[config.mk]
export PLATFORM = sky130hd
export DESIGN_NAME = errmute_top
export DESIGN_NICKNAME = d
export VERILOG_FILES = /design/src/rtl/errmute_pkg.sv /design/src/rtl/errmute_window.sv /design/src/rtl/errmute_errcnt.sv /design/src/rtl/errmute_thresh.sv /design/src/rtl/errmute_top.sv
export SDC_FILE = /design/constraint.sdc
export NUM_CORES = 1
export LEC_CHECK = 0
export ABC_CLOCK_PERIOD_IN_PS = 5700
export BUFFER_PORTS_ARGS = -buffer_cell sky130_fd_sc_hd__buf_2
export CORE_ASPECT_RATIO = 2
export CORE_MARGIN = 3
export CORE_UTILIZATION = 45
export DETAILED_ROUTE_END_ITERATION = 8
export MAX_ROUTING_LAYER = met4
export SLEW_MARGIN = 20
export SYNTH_ARGS = -nofsm -noshare
export SYNTH_HDL_FRONTEND = slang
export SYNTH_SLANG_ARGS = --single-unit
[constraint.sdc]
create_clock -name clk -period 5.7 [get_ports clk]
set_input_delay 1.14 -clock clk [delete_from_list [all_inputs] [get_ports clk]]
set_output_delay 1.14 -clock clk [all_outputs]
set_load 0.05 [all_outputs]
[src/rtl/errmute_pkg.sv]
package errmute_pkg;

    typedef enum logic [0:0] {
        ST_PASS = 1'b0,
        ST_MUTE = 1'b1
    } mute_st_e;

    typedef struct packed {
        logic [1:0] win;
        logic [1:0] thr;
    } mute_cfg_t;

endpackage

[src/rtl/errmute_window.sv]
module errmute_window #(
    parameter int BASE_FRAMES = 128
) (
    input  logic       clk,
    input  logic       rst_n,
    input  logic       restart,
    input  logic       frame_stb,
    input  logic [1:0] win_sel,
    output logic       win_end
);
    localparam int FW = $clog2(BASE_FRAMES * 8);

    logic [FW-1:0] frm_q;
    logic [FW:0]   win_len;
    logic          at_last;

    assign win_len = (FW+1)'(BASE_FRAMES) << win_sel;
    assign at_last = ({1'b0, frm_q} == (win_len - 1'b1));
    assign win_end = frame_stb && !restart && at_last;

    always_ff @(posedge clk or negedge rst_n) begin
        if (!rst_n) begin
            frm_q <= '0;
        end else if (restart) begin
            frm_q <= '0;
        end else if (frame_stb) begin
            frm_q <= at_last ? '0 : frm_q + 1'b1;
        end
    end

    // the frame position never reaches the selected window length
    a_r2_frame_in_window: assert property (@(posedge clk) disable iff (!rst_n)
        !restart |-> ({1'b0, frm_q} < win_len));

    // a restart returns the frame position to zero
    a_r7_frame_restart: assert property (@(posedge clk) disable iff (!rst_n)
        restart |=> (frm_q == '0));

endmodule

[src/rtl/errmute_errcnt.sv]
module errmute_errcnt #(
    parameter int CNT_W = 16
) (
    input  logic             clk,
    input  logic             rst_n,
    input  logic             restart,
    input  logic             dbl_err,
    input  logic             win_end,
    input  logic [CNT_W-1:0] cnt_max,
    output logic [CNT_W-1:0] cnt_eff
);
    logic [CNT_W-1:0] cnt_q;

    always_comb begin
        if (dbl_err && !restart && (cnt_q < cnt_max)) begin
            cnt_eff = cnt_q + 1'b1;
        end else begin
            cnt_eff = cnt_q;
        end
    end

    always_ff @(posedge clk or negedge rst_n) begin
        if (!rst_n) begin
            cnt_q <= '0;
        end else if (restart || win_end) begin
            cnt_q <= '0;
        end else begin
            cnt_q <= cnt_eff;
        end
    end

    // the stored count never passes the window maximum
    a_r8_no_overflow: assert property (@(posedge clk) disable iff (!rst_n)
        !restart |-> (cnt_q <= cnt_max));

    // a restart discards the partial count
    a_r7_count_restart: assert property (@(posedge clk) disable iff (!rst_n)
        restart |=> (cnt_q == '0));

    // outside window closure and restart the count never decreases
    a_r3_monotonic: assert property (@(posedge clk) disable iff (!rst_n)
        (!restart && !win_end) |=> (cnt_q >= $past(cnt_q)));

endmodule

[src/rtl/errmute_thresh.sv]
module errmute_thresh #(
    parameter int BASE_FRAMES       = 128,
    parameter int MAX_ERR_PER_FRAME = 32,
    parameter int CNT_W             = 16
) (
    input  logic [1:0]       win_sel,
    input  logic [1:0]       thr_sel,
    output logic [CNT_W-1:0] cnt_max,
    output logic [CNT_W-1:0] thr_set,
    output logic [CNT_W-1:0] thr_clr
);
    localparam int BASE_MAX = MAX_ERR_PER_FRAME * BASE_FRAMES;

    logic [2:0] set_sh;
    logic [2:0] clr_sh;

    assign set_sh  = 3'(thr_sel) + 3'd1;
    assign clr_sh  = 3'(thr_sel) + 3'd2;
    assign cnt_max = CNT_W'(BASE_MAX) << win_sel;
    assign thr_set = cnt_max >> set_sh;
    assign thr_clr = cnt_max >> clr_sh;

endmodule

[src/rtl/errmute_top.sv]
module errmute_top
    import errmute_pkg::*;
#(
    parameter int BASE_FRAMES       = 128,
    parameter int MAX_ERR_PER_FRAME = 32
) (
    input  logic       clk,
    input  logic       rst_n,
    input  logic       frame_stb,
    input  logic       dbl_err,
    input  logic [1:0] win_sel,
    input  logic [1:0] thr_sel,
    input  logic       mute_dis,
    output logic       mute_o
);
    localparam int MAX_SPAN = BASE_FRAMES * 8;
    localparam int CNT_W    = $clog2(MAX_ERR_PER_FRAME * MAX_SPAN) + 1;

    mute_cfg_t        cfg_now;
    mute_cfg_t        cfg_q;
    logic             restart;
    logic             win_end;
    logic [CNT_W-1:0] cnt_eff;
    logic [CNT_W-1:0] cnt_max;
    logic [CNT_W-1:0] thr_set;
    logic [CNT_W-1:0] thr_clr;
    mute_st_e         st_q;
    mute_st_e         st_d;

    assign cfg_now.win = win_sel;
    assign cfg_now.thr = thr_sel;
    assign restart     = (cfg_now != cfg_q);

    always_ff @(posedge clk or negedge rst_n) begin
        if (!rst_n) begin
            cfg_q <= '0;
        end else begin
            cfg_q <= cfg_now;
        end
    end

    errmute_window #(
        .BASE_FRAMES (BASE_FRAMES)
    ) win_i (
        .clk       (clk),
        .rst_n     (rst_n),
        .restart   (restart),
        .frame_stb (frame_stb),
        .win_sel   (win_sel),
        .win_end   (win_end)
    );

    errmute_thresh #(
        .BASE_FRAMES       (BASE_FRAMES),
        .MAX_ERR_PER_FRAME (MAX_ERR_PER_FRAME),
        .CNT_W             (CNT_W)
    ) thr_i (
        .win_sel (win_sel),
        .thr_sel (thr_sel),
        .cnt_max (cnt_max),
        .thr_set (thr_set),
        .thr_clr (thr_clr)
    );

    errmute_errcnt #(
        .CNT_W (CNT_W)
    ) cnt_i (
        .clk     (clk),
        .rst_n   (rst_n),
        .restart (restart),
        .dbl_err (dbl_err),
        .win_end (win_end),
        .cnt_max (cnt_max),
        .cnt_eff (cnt_eff)
    );

    // state register
    always_ff @(posedge clk or negedge rst_n) begin
        if (!rst_n) begin
            st_q <= ST_PASS;
        end else begin
            st_q <= st_d;
        end
    end

    // next state: trip, recover or hold
    always_comb begin
        st_d = st_q;
        unique case (st_q)
            ST_PASS: if (win_end && (cnt_eff > thr_set)) st_d = ST_MUTE;
            ST_MUTE: if (win_end && (cnt_eff < thr_clr)) st_d = ST_PASS;
            default: st_d = ST_PASS;
        endcase
    end

    // output
    always_comb begin
        mute_o = (st_q == ST_MUTE) && !mute_dis;
    end

    // state holds except on a window-closing edge
    a_r2_hold_between: assert property (@(posedge clk) disable iff (!rst_n)
        !win_end |=> $stable(st_q));

    // a closing count above the set threshold trips the mute
    a_r4_trip: assert property (@(posedge clk) disable iff (!rst_n)
        (st_q == ST_PASS && win_end && cnt_eff > thr_set) |=> (st_q == ST_MUTE));

    // a closing count below the clear threshold recovers
    a_r5_recover: assert property (@(posedge clk) disable iff (!rst_n)
        (st_q == ST_MUTE && win_end && cnt_eff < thr_clr) |=> (st_q == ST_PASS));

    // the clear point lies strictly below the set point
    a_r5_gap: assert property (@(posedge clk) disable iff (!rst_n)
        thr_clr < thr_set);

    // a restart leaves the mute state unchanged
    a_r7_keep_state: assert property (@(posedge clk) disable iff (!rst_n)
        restart |=> $stable(st_q));

endmodule

==> metrics.md, run 1 <==
| Metric | Value |
|---|---|
| Std-Cell Rows | `36` |
| Drt via density | `5.84` |
| Path category of the worst min-delay check | `reg -> reg` |
| Fin. Hold Viols | `0` |
| EDFF count, synth | `0` |
| Hold path depth | `1` |
| Clock Skew | `0.0107 ns` |
| Worst skew pair latency | `0.29 ns` |
| PostCTS Resize Cnt | `0` |
| GR Overflow Total | `0` |
| Max-Cap Viols | `0` |
| Hold_buf cts | `0` |
| Status | `finished, final reports clean` |
| PortBufs | `9` |
| CP Class | `in -> reg` |
| Most area-hungry cell type in the Yosys netlist | `dfrtp_1` |
| Net Count, Synth | `278` |
| YS warnings | `0` |
| Final Max Slew Viols | `0` |
| Setup TNS | `0 ns` |
| Area Growth Syn to Fin | `5.60%` |
| CTS tree | `built` |
| Seq/Total Area, Yosys | `32.5%` |
| Total Routing Usage GR | `18.2%` |
| First-pass GRT wire length | `8540 um` |
| Initial antenna violation count | `0` |
| Chip Height | `109 um` |
| Critical Path RT | `5.86 ns` |
| Fin nets | `285` |
| Die Width | `57.5 um` |
| Top FF cell, synth | `dfrtp_1` |
| Gp weighted congestion | `0.848` |
| Initial Util | `47.8%` |
| DR WL/cell | `16.1 um` |
| Max VDD drop | `0.145 mV` |
| Die area | `6270 sq um` |
| Drt drc | `0` |
| Top post-synthesis cells by area | `dfrtp_1 32%, ha_1 10%, xnor2_1 5.5%` |
| Most instantiated library cell after synthesis | `dfrtp_1` |
| Top cells by count, synth | `31 x dfrtp_1, 24 x nor2_1, 22 x nand2_1, 20 x ha_1` |
| CP Capture Type | `register` |
| Routed Antenna Nets | `0` |
| Max Clock Freq | `237 MHz` |
| Setup Fix Bufs, Post-CTS | `0` |
| DPL Wire Length | `3960 um` |
| RSZ-0062 raised after global routing | `false` |
| Synthesized area | `2390 sq um` |
| Final worst path period need | `4.22 ns` |
| Core area | `5000 sq um` |
| LEAKAGE | `0.00110 uW` |
| DP Worst Slack | `1.15 ns` |
| Final setup viols | `0` |
| Via count | `1835` |
| TritonCTS Buffers | `5` |
| Startpoint types | `input pin` |
| Clk root buf | `clkbuf_8` |
| Tcrit/Tclk final | `74.0%` |
| Max Root-Sink Buffers | `2` |
| Clk pin slew, worst setup/hold paths | `0.07 ns` |
| Clock sink count | `31` |
| Crit path DAT | `4.38 ns` |
| Drt total wl | `5060 um` |
| Synth unique cells | `53` |
| Pwr dens | `181 nW/um^2` |
| Least-Margin Pin Slew | `0.735 ns` |
| Slew headroom | `50.9%` |
| Post-Synthesis Cells | `249` |
| Largest net degree at the start of global routing | `32` |
| Post-synthesis register bit count | `31` |
| Ant. Diodes | `0` |
| Vias in the first global route | `1846` |
| IO Count | `10` |
| Post-synth top area share | `32.5%` |
| Share of layout cells above drive strength 1 | `12.8%` |
| Reg2reg path depth | `12` |
| Syn_area_per_cell | `9.60 sq um` |
| 1st-pass router iterations | `6` |
| Initial DRC Count | `47` |
| H-tree depth | `2` |
| Crit path max fanout | `11` |
| Post-route setup slack | `1.48 ns` |
| FFs w/ async S/R, synth | `100%` |
## cell type report
class	count	area, sq um
Fill cell	478	2480
Multi-Input combinational cell	201	1520
Clock buffer	5	68.8
Sequential cell	31	776
Clock inverter	3	15.0
Inverter	8	30.0
Tap cell	57	71.3
Timing Repair Buffer	9	45.0
## placed cells by master, fill, tap and decap left out, types with 2 or more instances in the layout
cell / n
nand4_1: 7
nor2_1: 24
nor3_1: 4
dfrtp_1: 31
a21oi_1: 4
a21o_1: 4
clkinv_2: 3
and4_1: 3
ha_1: 20
nand3_1: 15
nor4_1: 2
mux2i_1: 4
clkbuf_8: 5
xnor2_1: 15
inv_1: 8
o21ai_0: 10
nand2b_1: 2
nor2b_1: 10
and3_1: 10
o21a_1: 3
buf_2: 9
a22o_1: 5
xnor2_4: 3
o22ai_1: 2
xor2_1: 6
o211ai_2: 2
nand2_1: 22
## logic make-up (layout without fill, tap and decap cells)
| kind of cell | count (synthesis) | after routing | share of synthesized area, % |
|---|---|---|---|
| buf+inv | 17 | 25 | 4.03 |
| fa+ha+maj | 20 | 20 | 10.5 |
| compound gates | 42 | 42 | 13.6 |
| mux | 5 | 5 | 2.15 |
| simple gates | 109 | 109 | 25.5 |
| xor+xnor | 25 | 25 | 11.8 |
| flops | 31 | 31 | 32.5 |
## metrics by stage
step / std cells / util (%) / hold slack (ns) / area (sq um) / total power, uW
after floorplan: 249 / - / 0.485 / 2390 / 275
after global placement: 306 / 48.8 / 0.538 / 2440 / 290
final: 314 / 50.5 / 0.548 / 2520 / 457
after detailed placement: 306 / 48.8 / 0.533 / 2440 / 290
after global routing: 314 / 50.5 / 0.576 / 2520 / 477
after CTS: 314 / 50.5 / 0.552 / 2520 / 461
## layer usage
layer,global-route usage [%],wire (um)
met4,9.29,222
met2,33.3,2790
met5,-,0
met1,18.2,1950
met3,2.61,99
## registers in the layout, summed over array words and instances, names as in the netlist
| signal | count |
|---|---|
| st_q | 1 |
| cfg_q | 4 |
| cnt_i.cnt_q | 16 |
| win_i.frm_q | 10 |
## path summary, 6_finish.rpt
| kind | from | endpoint | slack [ns] |
|---|---|---|---|
| worst min register to register | win_i.frm_q[2] | win_i.frm_q[2] | 0.55 |
| min in group asynchronous | rst_n | cnt_i.cnt_q[5] | 0.90 |
| worst max register to register | cnt_i.cnt_q[12] | st_q | 2.31 |
| worst min-delay path | win_i.frm_q[2] | win_i.frm_q[2] | 0.55 |
| max in group asynchronous | rst_n | win_i.frm_q[3] | 4.34 |
| worst max-delay path | win_sel[1] | st_q | 1.48 |
## critical path: stages
cell      delay [ns]
buf_2           0.18
nor2_1          0.20
inv_1           0.06
ha_1            0.28
nor3_2          0.21
o211ai_2        0.33
nor4_4          0.46
nand3_1         0.14
xnor2_1         0.28
ha_1            0.31
and3_1          0.17
a221oi_1        0.26
o21ai_0         0.15
o311ai_1        0.10
nand3_1         0.10
## where the power goes
part           switching, uW  internal [uW]  leakage, uW
registers               2.15            222     0.000419
clock network           87.8           83.5    0.0000477
logic                   38.6           22.9     0.000630
total                    129            328      0.00110
Power figures use the tool's default switching activity.
==> run 2: changes to the inputs <==
- ABC_CLOCK_PERIOD_IN_PS: 5700 -> 3400
- clock period: 5.7 -> 3.4 ns (I/O delays scaled with it)
==> run 2 against run 1 <==
Critical path depth up 1. Sequential power up 67%. Via count up 4.1%. Largest cell class unchanged.
==> metrics.md, run 2 (synthesis results as in run 1) <==
| Metric | Value |
|---|---|
| Clock sink count | `31 (unchanged)` |
| Power share of the sequential group | `42.0% (-7.0 points)` |
| Clk pin slew, worst setup/hold paths | `0.07 ns (about the same)` |
| Drt total wl | `5480 um (+8.3%)` |
| Switching power | `231 uW (+80%)` |
| Die Width | `57.5 um (unchanged)` |
| Vias in the first global route | `2016 (+9.2%)` |
| Clock Skew | `0.0165 ns (+0.00584 ns)` |
| Max Clock Freq | `311 MHz` |
| Fin. Hold Viols | `0 (unchanged)` |
| Top reg by flops | `cnt_i.cnt_q` |
| R2R setup slack | `0.42 ns (-1.89 ns)` |
| Chip Height | `109 um (unchanged)` |
| Fin nets | `304 (+6.7%)` |
| CP Capture Type | `register` |
| Via count | `1910 (+4.1%)` |
| Area Growth Syn to Fin | `17.1%` |
| Ant. Diodes | `0 (unchanged)` |
| Status | `finished, final reports clean` |
| Gp weighted congestion | `0.909 (+7.1%)` |
| Largest register FFs | `16 (unchanged)` |
| Sw Share | `25.9% (-2.3 points)` |
| Largest regs | `cnt_i.cnt_q (16), win_i.frm_q (10), cfg_q (4)` |
| Logic gate share of total power | `14.0% (+0.5 points)` |
| RR Startpoint | `cnt_i.cnt_q[13]` |
| PortBufs | `9 (unchanged)` |
| Commonest non-fill, non-tap cell in the layout | `dfrtp_1` |
| Critical Path RT | `3.55 ns (-2.31 ns)` |
| Tcrit/Tclk final | `94.4%` |
| Drt drc | `0 (unchanged)` |
| Pwr dens | `319 nW/um^2 (+76%)` |
| Initial Util | `47.8% (unchanged)` |
| Clk root buf | `clkbuf_8` |
| Crit path DAT | `3.36 ns (-1.02 ns)` |
| Least-Margin Pin Slew | `0.726 ns (-0.00866 ns)` |
| Worst skew pair latency | `0.29 ns (about the same)` |
| Std-Cell Rows | `36 (unchanged)` |
| Path category of the worst min-delay check | `in -> async` |
| H-tree depth | `2 (unchanged)` |
| Final worst path period need | `3.21 ns` |
| Cell Int Power | `662 uW (+100%)` |
| Share of layout cells above drive strength 1 | `23.6% (+11 points)` |
| Final Max Slew Viols | `0 (unchanged)` |
| Most frequent cells in the layout | `31 x dfrtp_1, 22 x nand2_1, 22 x nor2_1` |
| Placed cell area | `2610 sq um (+7.1%)` |
| CTS tree | `built` |
| FF-to-FF End | `st_q` |
| TritonCTS Buffers | `5 (unchanged)` |
| LEAKAGE | `0.00127 uW (+16%)` |
| GR Overflow Total | `0 (unchanged)` |
| Total Routing Usage GR | `20.1% (+1.9 points)` |
| Post-route cell area | `2800 sq um (+11%)` |
| Drt via density | `5.74 (-1.9%)` |
| Final hold slack | `0.436 ns (-0.112 ns)` |
| Routed Antenna Nets | `0 (unchanged)` |
| Worst Setup SP | `win_sel[0]` |
| Setup Fix Bufs, Post-CTS | `0 (unchanged)` |
| Final setup viols | `0 (unchanged)` |
| Max-Cap Viols | `0 (unchanged)` |
| Clk pwr share | `44.0% (+6.5 points)` |
| 1st-pass router iterations | `4 (-2)` |
| Startpoint types | `input pin` |
| DPL Wire Length | `4170 um (+5.3%)` |
| Die area | `6270 sq um (unchanged)` |
| Core area | `5000 sq um (unchanged)` |
| CP Class | `in -> reg` |
| Crit path max fanout | `5 (-6)` |
| First-pass GRT wire length | `9340 um (+9.4%)` |
| Max VDD drop | `0.306 mV (+110%)` |
| DR WL/cell | `16.5 um (+2.1%)` |
| IO Count | `10 (unchanged)` |
| Reg2reg path depth | `13 (+1)` |
| Slew headroom | `51.6% (+0.72 points)` |
| Initial DRC Count | `50 (+6.4%)` |
| Max Root-Sink Buffers | `2 (unchanged)` |
| Largest net degree at the start of global routing | `32 (unchanged)` |
| Initial antenna violation count | `0 (unchanged)` |
-- run 2: changes by cell type in the layout (fill, tap and decap cells not counted), sizes merged --
cell,change
clkbuf,+1
buf,+19
clkinv,-2
bufinv,+1
-- run 2: repair_timing --
action | 4_1_cts | 5_1_grt
endpoints found under the setup margin | 0 | 1
hold buffers | 0 | 0
gates resized for setup | 0 | 12
-- run 2: power by group through the flow --
stage / logic, uW / registers (uW) / clock network [uW]
finish: 125 / 375 / 392
detailed placement: 122 / 382 / 0
global placement: 121 / 382 / 0
CTS: 123 / 375 / 399
floorplan: 82.5 / 382 / 0
global route: 139 / 375 / 413
-- run 2: worst max-delay path by stage --
stage | end | slack [ns] | cells past startpoint
final | st_q | 0.19 | 16
after floorplan | st_q | 0.006 | 16
after global routing | st_q | -0.04 | 16
after CTS | st_q | 0.04 | 16
after detailed placement | st_q | -0.25 | 16
after global placement | st_q | -0.15 | 16
-- run 2: stage by stage --
| step | power (uW) | setup TNS, ns | worst slack, ns | utilization [%] | instances |
|---|---|---|---|---|---|
| after global routing | 927 | -0.0398 | -0.0398 | 56.0 | 333 |
| after global placement | 503 | -0.155 | -0.155 | 52.3 | 325 |
| after detailed placement | 505 | -0.255 | -0.255 | 52.3 | 325 |
| final | 892 | 0 | 0.189 | 56.0 | 333 |
| after CTS | 897 | 0 | 0.0383 | 54.6 | 333 |
| after floorplan | 464 | 0 | 0.00635 | - | 249 |
-- run 2: worst max-delay path, stage by stage --
cell and delay [ns]:
buf_2 0.14, nor2b_4 0.16, inv_1 0.05, ha_1 0.28, o211ai_2 0.16, o211ai_2 0.14, buf_4 0.19, nor4_4 0.29
xnor2_2 0.16, inv_1 0.10, ha_4 0.26, and3_1 0.19, a221oi_2 0.25, o21ai_1 0.11, o311ai_1 0.10, nand3_1 0.12
-- run 2: per-layer routing --
metal  vias to the layer above  part of all wire [%]  GRT usage, %  wire length [um]
met2                        29                    55          36.1              3040
met5                         -                     0             -                 0
li1                        948                     -             -                 -
met1                       920                    39          20.7              2120
met4                         0                   3.6          10.1               198
met3                        13                   2.2          2.73               122
-- run 2: layout make-up --
class,count,area (sq um)
Fill cell,449,2200
Clock buffer,6,82.6
Clock inverter,2,35.0
Multi-Input combinational cell,201,1620
Sequential cell,31,776
Inverter,8,30.0
Timing Repair Buffer,28,188
Tap cell,57,71.3
==> run 3: changes to the inputs <==
- PLACE_DENSITY: not set -> 0.65
==> run 3 against run 2 <==
Non-clock buffer count is 6 higher. Cell area is 1.5% higher. Global-route usage fell by 0.059 points. Register-to-register slack worse by 0.04 ns. Power rose by 0.45%. Die area stayed put. Via count grew 1.3%. Clock-buffer cell count unchanged.
==> metrics.md, run 3 (synthesis results as in run 1) <==
| Metric | Value |
|---|---|
| Initial antenna violation count | `0 (unchanged)` |
| DPL Wire Length | `4240 um (+1.5%)` |
| Design Power | `896 uW (+0.45%)` |
| Gp weighted congestion | `0.841 (-7.5%)` |
| Final hold slack | `0.439 ns (+0.00294 ns)` |
| Drt via density | `5.71 (-0.48%)` |
| Chip Height | `109 um (unchanged)` |
| Most frequent cells in the layout | `31 x dfrtp_1, 24 x buf_4, 22 x nand2_1, 22 x nor2_1, 19 x ha_1` |
| Slew headroom | `51.6% (about the same)` |
| Initial Util | `47.8% (unchanged)` |
| Area Growth Syn to Fin | `18.8%` |
| CP Buf/Inv Count | `4 (unchanged)` |
| Reg2reg path depth | `15 (+2)` |
| Drt drc | `0 (unchanged)` |
| Tcrit/Tclk final | `95.8% (+1.3 points)` |
| CP Capture Type | `register` |
| Startpoint types | `input pin` |
| CTS tree | `built` |
| FF-to-FF End | `st_q` |
| Top reg by flops | `cnt_i.cnt_q` |
| Largest register FFs | `16 (unchanged)` |
| DP Cell Count | `330 (+1.5%)` |
| Pwr dens | `316 nW/um^2 (-1.0%)` |
| Share of layout cells above drive strength 1 | `24.5% (+0.92 points)` |
| Final Max Slew Viols | `0 (unchanged)` |
| Fin util | `56.8% (+0.83 points)` |
| TritonCTS Buffers | `5 (unchanged)` |
| Worst skew pair latency | `0.29 ns (about the same)` |
| R2R setup slack | `0.38 ns (-0.04 ns)` |
| PortBufs | `9 (unchanged)` |
| Max Clock Freq | `307 MHz (-1.4%)` |
| Final worst path period need | `3.26 ns (+0.0455 ns)` |
| Clock sink count | `31 (unchanged)` |
| RR Startpoint | `cnt_i.cnt_q[13]` |
| Die Width | `57.5 um (unchanged)` |
| Top Family by Delay on Critical Path | `compound AO/OA/AOI/OAI gates` |
| Largest regs | `cnt_i.cnt_q (16), win_i.frm_q (10), cfg_q (4)` |
| First-pass GRT wire length | `9160 um (-1.9%)` |
| Fin nets | `310 (+2.0%)` |
| Hold_buf cts | `0 (unchanged)` |
| Max-Cap Viols | `0 (unchanged)` |
| Clk root buf | `clkbuf_8` |
| Clock Skew | `0.00378 ns (-0.0128 ns)` |
| Crit path max fanout | `5 (unchanged)` |
| Crit path DAT | `3.43 ns (+0.07 ns)` |
| CP peak stage delay | `0.31 ns (+0.02 ns)` |
| Layout Cells excl Fill | `339 (+1.8%)` |
| Final setup viols | `0 (unchanged)` |
| Via count | `1935 (+1.3%)` |
| H-tree depth | `2 (unchanged)` |
| Std-Cell Rows | `36 (unchanged)` |
| IO Count | `10 (unchanged)` |
| Core area | `5000 sq um (unchanged)` |
| CP Class | `in -> reg` |
| Die area | `6270 sq um (unchanged)` |
| GR Overflow Total | `0 (unchanged)` |
| Commonest non-fill, non-tap cell in the layout | `dfrtp_1` |
| DR WL/cell | `16.3 um (-1.1%)` |
| Worst path cell trace | `buf_2, nor2b_4, inv_1, ha_1, o211ai_2, o211ai_2, buf_4, nor2_4, nand4_1, xnor2_2, ha_1, o21a_1, o21a_1, o21ai_1, buf_4, o21ai_1, o311ai_1, nand3_1` |
| Max VDD drop | `0.392 mV (+28%)` |
| LEAKAGE | `0.00129 uW (+1.5%)` |
| Routed Antenna Nets | `0 (unchanged)` |
| 1st-pass router iterations | `4 (unchanged)` |
| Clk pin slew, worst setup/hold paths | `0.07 ns (about the same)` |
| Largest net degree at the start of global routing | `32 (unchanged)` |
| Drt total wl | `5520 um (+0.69%)` |
| Slowest cell on crit path | `ha_1` |
| Total Routing Usage GR | `20.0% (-0.059 points)` |
| Initial DRC Count | `35 (-30%)` |
| Max Root-Sink Buffers | `2 (unchanged)` |
| Critical Path RT | `3.57 ns (+0.02 ns)` |
| Status | `finished, final reports clean` |
| Path category of the worst min-delay check | `in -> async` |
| Fin. Hold Viols | `0 (unchanged)` |
| Ant. Diodes | `0 (unchanged)` |
| Least-Margin Pin Slew | `0.726 ns (-0.000492 ns)` |
| Vias in the first global route | `1949 (-3.3%)` |
-- run 3: cell count changes in the layout (fill, tap and decap cells not counted), sizes merged --
cell / change
buf: +6
-- run 3: through the flow --
step                setup slack [ns]  instance area (sq um)  setup TNS, ns
finish                         0.144                   2840              0
global route                -0.00213                   2840       -0.00213
CTS                           0.0188                   2790              0
detailed placement            -0.312                   2660         -0.312
global placement              -0.275                   2660         -0.275
floorplan                    0.00635                   2420              0
-- run 3: how the worst max path moves through the flow --
stage	from	end	slack (ns)	cells past startpoint
4_1_cts	win_sel[0]	st_q	0.02	18
2_1_floorplan	win_sel[1]	st_q	0.006	16
6_report	win_sel[0]	st_q	0.14	18
3_5_place_dp	win_sel[0]	st_q	-0.31	17
3_3_place_gp	win_sel[1]	st_q	-0.27	17
5_1_grt	win_sel[0]	st_q	-0.002	16
-- run 3: cell type report --
class                           count  area [sq um]
Sequential cell                    31           776
Clock inverter                      2          35.0
Timing Repair Buffer               34           245
Clock buffer                        6          82.6
Inverter                            8          30.0
Multi-Input combinational cell    201          1600
Fill cell                         445          2160
Tap cell                           57          71.3
-- run 3: repair_timing --
item	in CTS	in global routing
setup buffers	0	1
endpoints found under the setup margin	1	1
pin swaps	0	7
resized for setup	1	8
-- run 3: layer usage --
layer / GRT usage (%) / part of all wire [%] / vias to the layer above
li1: - / - / 954
met1: 19.7 / 37 / 947
met2: 36.9 / 58 / 25
met3: 3.32 / 2.2 / 9
met4: 9.45 / 2.5 / 0
met5: - / 0 / -
-- run 3: worst register-to-register path, cell delays in order, from the launching register on --
cell and delay, ns:
dfrtp_1 0.44, ha_1 0.34, o211ai_2 0.16, o211ai_2 0.13, buf_4 0.18, nor2_4 0.10
nand4_1 0.17, xnor2_2 0.20, ha_1 0.31, o21a_1 0.19, o21a_1 0.16, o21ai_1 0.12
buf_4 0.12, o21ai_1 0.08, o311ai_1 0.11, nand3_1 0.10
-- run 3: power breakdown --
part / switching, uW / internal [uW] / total, uW
Clock: 155 / 237 / 392
Sequential: 3.53 / 371 / 375
Combinational: 72.1 / 57.1 / 129
